`config.mk`:
```
export PLATFORM = sky130hd
export DESIGN_NAME = pcm_serial_port
export DESIGN_NICKNAME = d
export VERILOG_FILES = /design/src/rtl/pcm_pkg.sv /design/src/rtl/pcm_edge_sync.sv /design/src/rtl/pcm_mode_detect.sv /design/src/rtl/pcm_tx.sv /design/src/rtl/pcm_rx.sv /design/src/rtl/pcm_serial_port.sv
export SDC_FILE = /design/constraint.sdc
export NUM_CORES = 1
export LEC_CHECK = 0
export BUFFER_PORTS_ARGS = -buffer_cell sky130_fd_sc_hd__buf_2
export CORE_UTILIZATION = 50
export DETAILED_ROUTE_END_ITERATION = 8
export GPL_ROUTABILITY_DRIVEN = 0
export PLACE_DENSITY = 0.77
export SLEW_MARGIN = 10
export SYNTH_ARGS = -nofsm -noshare
export SYNTH_HDL_FRONTEND = slang
export SYNTH_HIERARCHICAL = 1
export SYNTH_SLANG_ARGS = --single-unit
```
`constraint.sdc`:
```
create_clock -name clk -period 2.85 [get_ports clk]
set_clock_uncertainty 0.15 [all_clocks]
set_input_delay 0.285 -clock clk [delete_from_list [all_inputs] [get_ports clk]]
set_output_delay 0.285 -clock clk [all_outputs]
set_load 0.01 [all_outputs]
```
`src/rtl/pcm_pkg.sv`:
```
package pcm_pkg;
    typedef enum logic [1:0] {
        TX_IDLE  = 2'd0,
        TX_ARM   = 2'd1,
        TX_SHIFT = 2'd2,
        TX_DRAIN = 2'd3
    } tx_state_e;

    typedef enum logic [1:0] {
        RX_IDLE = 2'd0,
        RX_CAPT = 2'd1,
        RX_DONE = 2'd2
    } rx_state_e;

    localparam int SIG_BCLK  = 0;
    localparam int SIG_FSTX  = 1;
    localparam int SIG_FSRX  = 2;
    localparam int SIG_DIN   = 3;
    localparam int SIG_COUNT = 4;
endpackage

```
`src/rtl/pcm_edge_sync.sv`:
```
module pcm_edge_sync #(
    parameter int WIDTH  = 4,
    parameter int STAGES = 2
) (
    input  logic             clk,
    input  logic             rst_n,
    input  logic [WIDTH-1:0] async_in,
    output logic [WIDTH-1:0] lvl,
    output logic [WIDTH-1:0] rise,
    output logic [WIDTH-1:0] fall
);
    for (genvar i = 0; i < WIDTH; i++) begin : g_bit
        logic [STAGES-1:0] chain_q;
        logic              prev_q;

        always_ff @(posedge clk or negedge rst_n) begin
            if (!rst_n) begin
                chain_q <= '0;
                prev_q  <= 1'b0;
            end else begin
                chain_q <= {chain_q[STAGES-2:0], async_in[i]};
                prev_q  <= chain_q[STAGES-1];
            end
        end

        assign lvl[i]  = chain_q[STAGES-1];
        assign rise[i] = chain_q[STAGES-1] & ~prev_q;
        assign fall[i] = ~chain_q[STAGES-1] & prev_q;
    end
endmodule

```
`src/rtl/pcm_mode_detect.sv`:
```
module pcm_mode_detect #(
    parameter int LONG_MIN = 3
) (
    input  logic clk,
    input  logic rst_n,
    input  logic bclk_fall,
    input  logic fs_lvl,
    input  logic fs_rise,
    input  logic fs_fall,
    output logic long_mode
);
    localparam int CW = $clog2(LONG_MIN + 1);

    logic [CW-1:0] width_q;
    logic          long_q;

    always_ff @(posedge clk or negedge rst_n) begin
        if (!rst_n) begin
            width_q <= '0;
            long_q  <= 1'b0;
        end else begin
            if (fs_rise) begin
                width_q <= '0;
            end else if (bclk_fall && fs_lvl && (width_q != CW'(LONG_MIN))) begin
                width_q <= width_q + 1'b1;
            end
            if (fs_fall) begin
                if (width_q == CW'(1)) begin
                    long_q <= 1'b0;
                end else if (width_q == CW'(LONG_MIN)) begin
                    long_q <= 1'b1;
                end
            end
        end
    end

    assign long_mode = long_q;

    // framing decision moves only on a sync fall
    a_r2_mode_on_fs_fall: assert property (@(posedge clk) disable iff (!rst_n)
        !fs_fall |=> $stable(long_mode));
endmodule

```
`src/rtl/pcm_tx.sv`:
```
module pcm_tx
    import pcm_pkg::*;
#(
    parameter int DATA_W = 8
) (
    input  logic              clk,
    input  logic              rst_n,
    input  logic              bclk_lvl,
    input  logic              bclk_rise,
    input  logic              bclk_fall,
    input  logic              fs_lvl,
    input  logic              fs_rise,
    input  logic              long_mode,
    input  logic [DATA_W-1:0] tx_code,
    output logic              tx_dout,
    output logic              tx_oe,
    output logic              tslot_n
);
    localparam int CW = $clog2(DATA_W + 1);

    tx_state_e         state_q, state_d;
    logic [DATA_W-1:0] shreg_q;
    logic [CW-1:0]     cnt_q;
    logic              flong_q;

    always_comb begin
        state_d = state_q;
        unique case (state_q)
            TX_IDLE: begin
                if (!long_mode && bclk_fall && fs_lvl) begin
                    state_d = TX_ARM;
                end else if (long_mode && fs_rise) begin
                    state_d = bclk_lvl ? TX_SHIFT : TX_ARM;
                end
            end
            TX_ARM: begin
                if (bclk_rise) state_d = TX_SHIFT;
            end
            TX_SHIFT: begin
                if (bclk_fall && (cnt_q == CW'(DATA_W))) begin
                    state_d = (flong_q && fs_lvl) ? TX_DRAIN : TX_IDLE;
                end
            end
            TX_DRAIN: begin
                if (!fs_lvl) state_d = TX_IDLE;
            end
            default: state_d = TX_IDLE;
        endcase
    end

    always_ff @(posedge clk or negedge rst_n) begin
        if (!rst_n) begin
            state_q <= TX_IDLE;
            shreg_q <= '0;
            cnt_q   <= '0;
            flong_q <= 1'b0;
        end else begin
            state_q <= state_d;
            if (state_q == TX_IDLE && state_d != TX_IDLE) begin
                shreg_q <= tx_code;
                flong_q <= long_mode;
            end
            if (state_d == TX_SHIFT && state_q != TX_SHIFT) begin
                cnt_q <= CW'(1);
            end else if (state_q == TX_SHIFT && bclk_rise && (cnt_q < CW'(DATA_W))) begin
                shreg_q <= {shreg_q[DATA_W-2:0], 1'b0};
                cnt_q   <= cnt_q + 1'b1;
            end
        end
    end

    always_comb begin
        tx_oe   = (state_q == TX_SHIFT) || (state_q == TX_DRAIN);
        tslot_n = (state_q != TX_SHIFT);
        tx_dout = shreg_q[DATA_W-1];
    end

    // slot indicator only while the pad is driven
    a_r7_slot_in_oe: assert property (@(posedge clk) disable iff (!rst_n)
        !tslot_n |-> tx_oe);

    // data moves only on a bit-clock rise during the slot
    a_r3_shift_on_rise: assert property (@(posedge clk) disable iff (!rst_n)
        (state_q == TX_SHIFT && !bclk_rise) |=> $stable(tx_dout));
endmodule

```
`src/rtl/pcm_rx.sv`:
```
module pcm_rx
    import pcm_pkg::*;
#(
    parameter int DATA_W = 8
) (
    input  logic              clk,
    input  logic              rst_n,
    input  logic              bclk_fall,
    input  logic              fs_lvl,
    input  logic              fs_rise,
    input  logic              din_lvl,
    input  logic              long_mode,
    output logic [DATA_W-1:0] rx_byte,
    output logic              rx_valid
);
    localparam int CW = $clog2(DATA_W + 1);

    rx_state_e         state_q, state_d;
    logic [DATA_W-1:0] shreg_q;
    logic [DATA_W-1:0] hold_q;
    logic [CW-1:0]     cnt_q;

    always_comb begin
        state_d = state_q;
        unique case (state_q)
            RX_IDLE: begin
                if ((!long_mode && bclk_fall && fs_lvl) || (long_mode && fs_rise)) begin
                    state_d = RX_CAPT;
                end
            end
            RX_CAPT: begin
                if (bclk_fall && (cnt_q == CW'(DATA_W - 1))) state_d = RX_DONE;
            end
            RX_DONE: state_d = RX_IDLE;
            default: state_d = RX_IDLE;
        endcase
    end

    always_ff @(posedge clk or negedge rst_n) begin
        if (!rst_n) begin
            state_q <= RX_IDLE;
            shreg_q <= '0;
            hold_q  <= '0;
            cnt_q   <= '0;
        end else begin
            state_q <= state_d;
            if (state_q == RX_IDLE) begin
                cnt_q <= '0;
            end else if (state_q == RX_CAPT && bclk_fall) begin
                shreg_q <= {shreg_q[DATA_W-2:0], din_lvl};
                cnt_q   <= cnt_q + 1'b1;
                if (state_d == RX_DONE) begin
                    hold_q <= {shreg_q[DATA_W-2:0], din_lvl};
                end
            end
        end
    end

    always_comb begin
        rx_valid = (state_q == RX_DONE);
        rx_byte  = hold_q;
    end

    // strobe lasts one cycle
    a_r11_valid_single: assert property (@(posedge clk) disable iff (!rst_n)
        rx_valid |=> !rx_valid);

    // strobe follows a detected falling edge
    a_r11_after_fall: assert property (@(posedge clk) disable iff (!rst_n)
        rx_valid |-> $past(bclk_fall));
endmodule

```
`src/rtl/pcm_serial_port.sv`:
```
module pcm_serial_port
    import pcm_pkg::*;
#(
    parameter int DATA_W      = 8,
    parameter int SYNC_STAGES = 2,
    parameter int LONG_MIN    = 3
) (
    input  logic              clk,
    input  logic              rst_n,
    input  logic              bclk,
    input  logic              fs_tx,
    input  logic              fs_rx,
    input  logic              rx_din,
    input  logic [DATA_W-1:0] tx_code,
    output logic              tx_dout,
    output logic              tx_oe,
    output logic              tslot_n,
    output logic [DATA_W-1:0] rx_byte,
    output logic              rx_valid,
    output logic              long_mode
);
    logic [SIG_COUNT-1:0] raw, lvl, rise, fall;

    always_comb begin
        raw           = '0;
        raw[SIG_BCLK] = bclk;
        raw[SIG_FSTX] = fs_tx;
        raw[SIG_FSRX] = fs_rx;
        raw[SIG_DIN]  = rx_din;
    end

    pcm_edge_sync #(.WIDTH(SIG_COUNT), .STAGES(SYNC_STAGES)) u_sync (
        .clk      (clk),
        .rst_n    (rst_n),
        .async_in (raw),
        .lvl      (lvl),
        .rise     (rise),
        .fall     (fall)
    );

    pcm_mode_detect #(.LONG_MIN(LONG_MIN)) u_mode (
        .clk       (clk),
        .rst_n     (rst_n),
        .bclk_fall (fall[SIG_BCLK]),
        .fs_lvl    (lvl[SIG_FSTX]),
        .fs_rise   (rise[SIG_FSTX]),
        .fs_fall   (fall[SIG_FSTX]),
        .long_mode (long_mode)
    );

    pcm_tx #(.DATA_W(DATA_W)) u_tx (
        .clk       (clk),
        .rst_n     (rst_n),
        .bclk_lvl  (lvl[SIG_BCLK]),
        .bclk_rise (rise[SIG_BCLK]),
        .bclk_fall (fall[SIG_BCLK]),
        .fs_lvl    (lvl[SIG_FSTX]),
        .fs_rise   (rise[SIG_FSTX]),
        .long_mode (long_mode),
        .tx_code   (tx_code),
        .tx_dout   (tx_dout),
        .tx_oe     (tx_oe),
        .tslot_n   (tslot_n)
    );

    pcm_rx #(.DATA_W(DATA_W)) u_rx (
        .clk       (clk),
        .rst_n     (rst_n),
        .bclk_fall (fall[SIG_BCLK]),
        .fs_lvl    (lvl[SIG_FSRX]),
        .fs_rise   (rise[SIG_FSRX]),
        .din_lvl   (lvl[SIG_DIN]),
        .long_mode (long_mode),
        .rx_byte   (rx_byte),
        .rx_valid  (rx_valid)
    );
endmodule

```
==> metrics <==
max-slew violation count=0; synthesized area=between 2000 and 2500 um^2; worst-path fanout max=17; Reg-to-Reg Start=u_sync/g_bit[1].chain_q[1]$_DFF_PN0_; Final Util=59.4%; Worst Reg2Reg Path Length in Cells=6; PostCTS Resize Cnt=0; reg2reg end=u_tx/flong_q$_DFFE_PN0N_; number of top-level pins=27; Worst EP required=around 2.9 ns; WL met2=between 1.5 and 2 mm; Die X=a little over 70 um; drt pass-1 iters=6; Hold Vio Cnt, Final=0; CP endpoint kind=register; fin crit share=between 80% and 90%; clock-pin slew of the registers on the worst-case setup and hold paths=about 0.09 ns; Clock Sink Count=50; initial antenna violation count=0; DR iter-0 viols=69; number of buffers created by CTS=5; R2R setup slack=around 0.5 ns; Filler Cell Count=around 370; CTS tree=built; DR vias=1,504; DRC viols=4; syn_nets=between 200 and 250; Worst Path Arrival=2.39 ns; Worst VDD drop=between 0.5 and 0.6 mV; hold_ws=0.0930 ns; Initial Util=52.9%; share of cells above drive strength 1=around 30%; Die ar.=4980 um^2; unrepaired setup endpoints after global routing=no; total grt overflow=0; largest net degree at the start of global routing=27; Synth warnings=6; MaxCap Viol Count=0; Antenna Nets Post-Route=0; Critical Path Source=u_sync/g_bit[1].chain_q[1]$_DFF_PN0_; Chip Height=approximately 71 um; drt total wl=3.91 mm; Setup CP Type=reg -> reg; PD cells=around 950 nW/um^2; Setup TNS=0 ns; Area growth, synth to finish=12.3%; non-filler cells, final=around 280; Worst-Skew Late Latency=0.30 ns; Final setup viols=0; Leak=between 1 and 1.5 nW; vias in the first global route=1,551; Core Area=~4400 um^2; WL/cell=about 14 um; root buffer cell=clkbuf_8; Synth Instances=199; vias per cell=roughly 5.4; CP endpoint=u_tx/flong_q$_DFFE_PN0N_; worst hold path type=in -> reg; Ant. Diodes=0; DP Cell Count=~270; syn avg cell area=11.8 um^2; Total GRT Usage=18.1%; Least-Margin Pin Slew=around 0.72 ns; Worst Setup Start Kind=register; Max-Slew Margin vs Limit=about half; f_max=425 MHz; # H-tree levels=2; first-pass GRT wire length=6.98 mm; failing checks=DRC; post-DP HPWL=2.79 mm; clock buffer depth=2; met1 WL=approximately 1.8 mm; Cell Rows=24; DR WL met3=between 100 and 150 um; Layout Nets=244; Port Buf Inserts=26; uppermost routed layer=met4; Final min period=roughly 2.4 ns; status=finished, violations left
## area by class of cell
class / instances / area [um^2] / area share [%]
sequential: 50 / 1250 / 47.4
multi-input combinational: 129 / 980 / 37.1
tap: 52 / 65.1 / 2.47
clock buffer: 6 / 82.6 / 3.13
timing repair buffer: 34 / 203 / 7.68
clock inverter: 2 / 38.8 / 1.47
inverter: 5 / 18.8 / 0.711
## report_power, final
group          internal [W]  switching [W]
Clock              0.000289       0.000231
Sequential         0.000944       0.000217
Combinational      0.000425       0.000414
Total               0.00166       0.000862
## cells in the final DEF (no fill, tap or decap), drive strengths merged
cell type and count:
bufinv 1, or2 2, or4b 1, nor2b 8
o311ai 1, a21oi 5, nand3 3, a21o 2
ha 5, a311oi 1, or3 7, a211oi 9
o211a 1, dfrtp 50, mux2 19, o21ai 12
a22o 3, nor2 16, buf 29, inv 6
nand2b 2, a221oi 1, a41oi 1, and3 2
dlygate4sd3 5, nand3b 4, and4b 2, clkbuf 6
xor2 1, nand4 2, nor3 9, nand2 10
## state kept, by name, indices dropped and copies added, names as in the netlist
| register | count |
|---|---|
| u_rx/cnt_q | 4 |
| u_tx/shreg_q | 8 |
| u_mode/long_mode | 1 |
| u_rx/shreg_q | 7 |
| u_mode/width_q | 2 |
| u_sync/g_bit.chain_q | 8 |
| u_rx/state_q | 2 |
| u_sync/g_bit.prev_q | 3 |
| u_tx/cnt_q | 4 |
| u_tx/flong_q | 1 |
| u_tx/state_q | 2 |
| u_rx/rx_byte | 8 |
## worst min-delay path by stage
stage	from	end	slack (ns)	cells past startpoint
after floorplan	rst_n	u_mode/long_mode$_DFFE_PN0P_	-0.16	0
after global placement	rst_n	u_rx/state_q[0]$_DFF_PN0_	0.16	1
after detailed placement	rst_n	u_rx/state_q[0]$_DFF_PN0_	0.16	1
after CTS	tx_code[0]	u_tx/shreg_q[0]$_DFF_PN0_	0.09	3
after global routing	tx_code[0]	u_tx/shreg_q[0]$_DFF_PN0_	0.11	3
final	tx_code[0]	u_tx/shreg_q[0]$_DFF_PN0_	0.09	3
## through the flow
stage / cell area (um^2) / total power [W] / setup slack [ns]
6_report: 2640 / 0.00252 / 0.500
5_1_grt: 2640 / 0.00272 / 0.300
4_1_cts: 2640 / 0.00255 / 0.502
3_5_place_dp: 2470 / 0.00202 / 0.536
3_3_place_gp: 2470 / 0.00197 / 0.596
2_1_floorplan: 2350 / 0.00183 / 0.841
## timing repair
item,in CTS,in global routing
setup buffers,0,0
endpoints found under the hold margin,28,0
hold buffers,5,0
## layer usage
metal  up-vias  track usage (%)
li1        748                -
met1       731             24.1
met2        21             28.9
met3         4             4.70
met4         0             6.67
met5         -                0
## worst max-delay path, cell delays in order, from the launching register on
cell and delay [ns]:
dfrtp_1 0.50, nor2b_1 0.36, nand2_1 0.08, o211a_1 0.26
o21ai_4 0.44, nand2_1 0.12, mux2_1 0.32
Note: power is estimated with default switching activity, not from simulation.
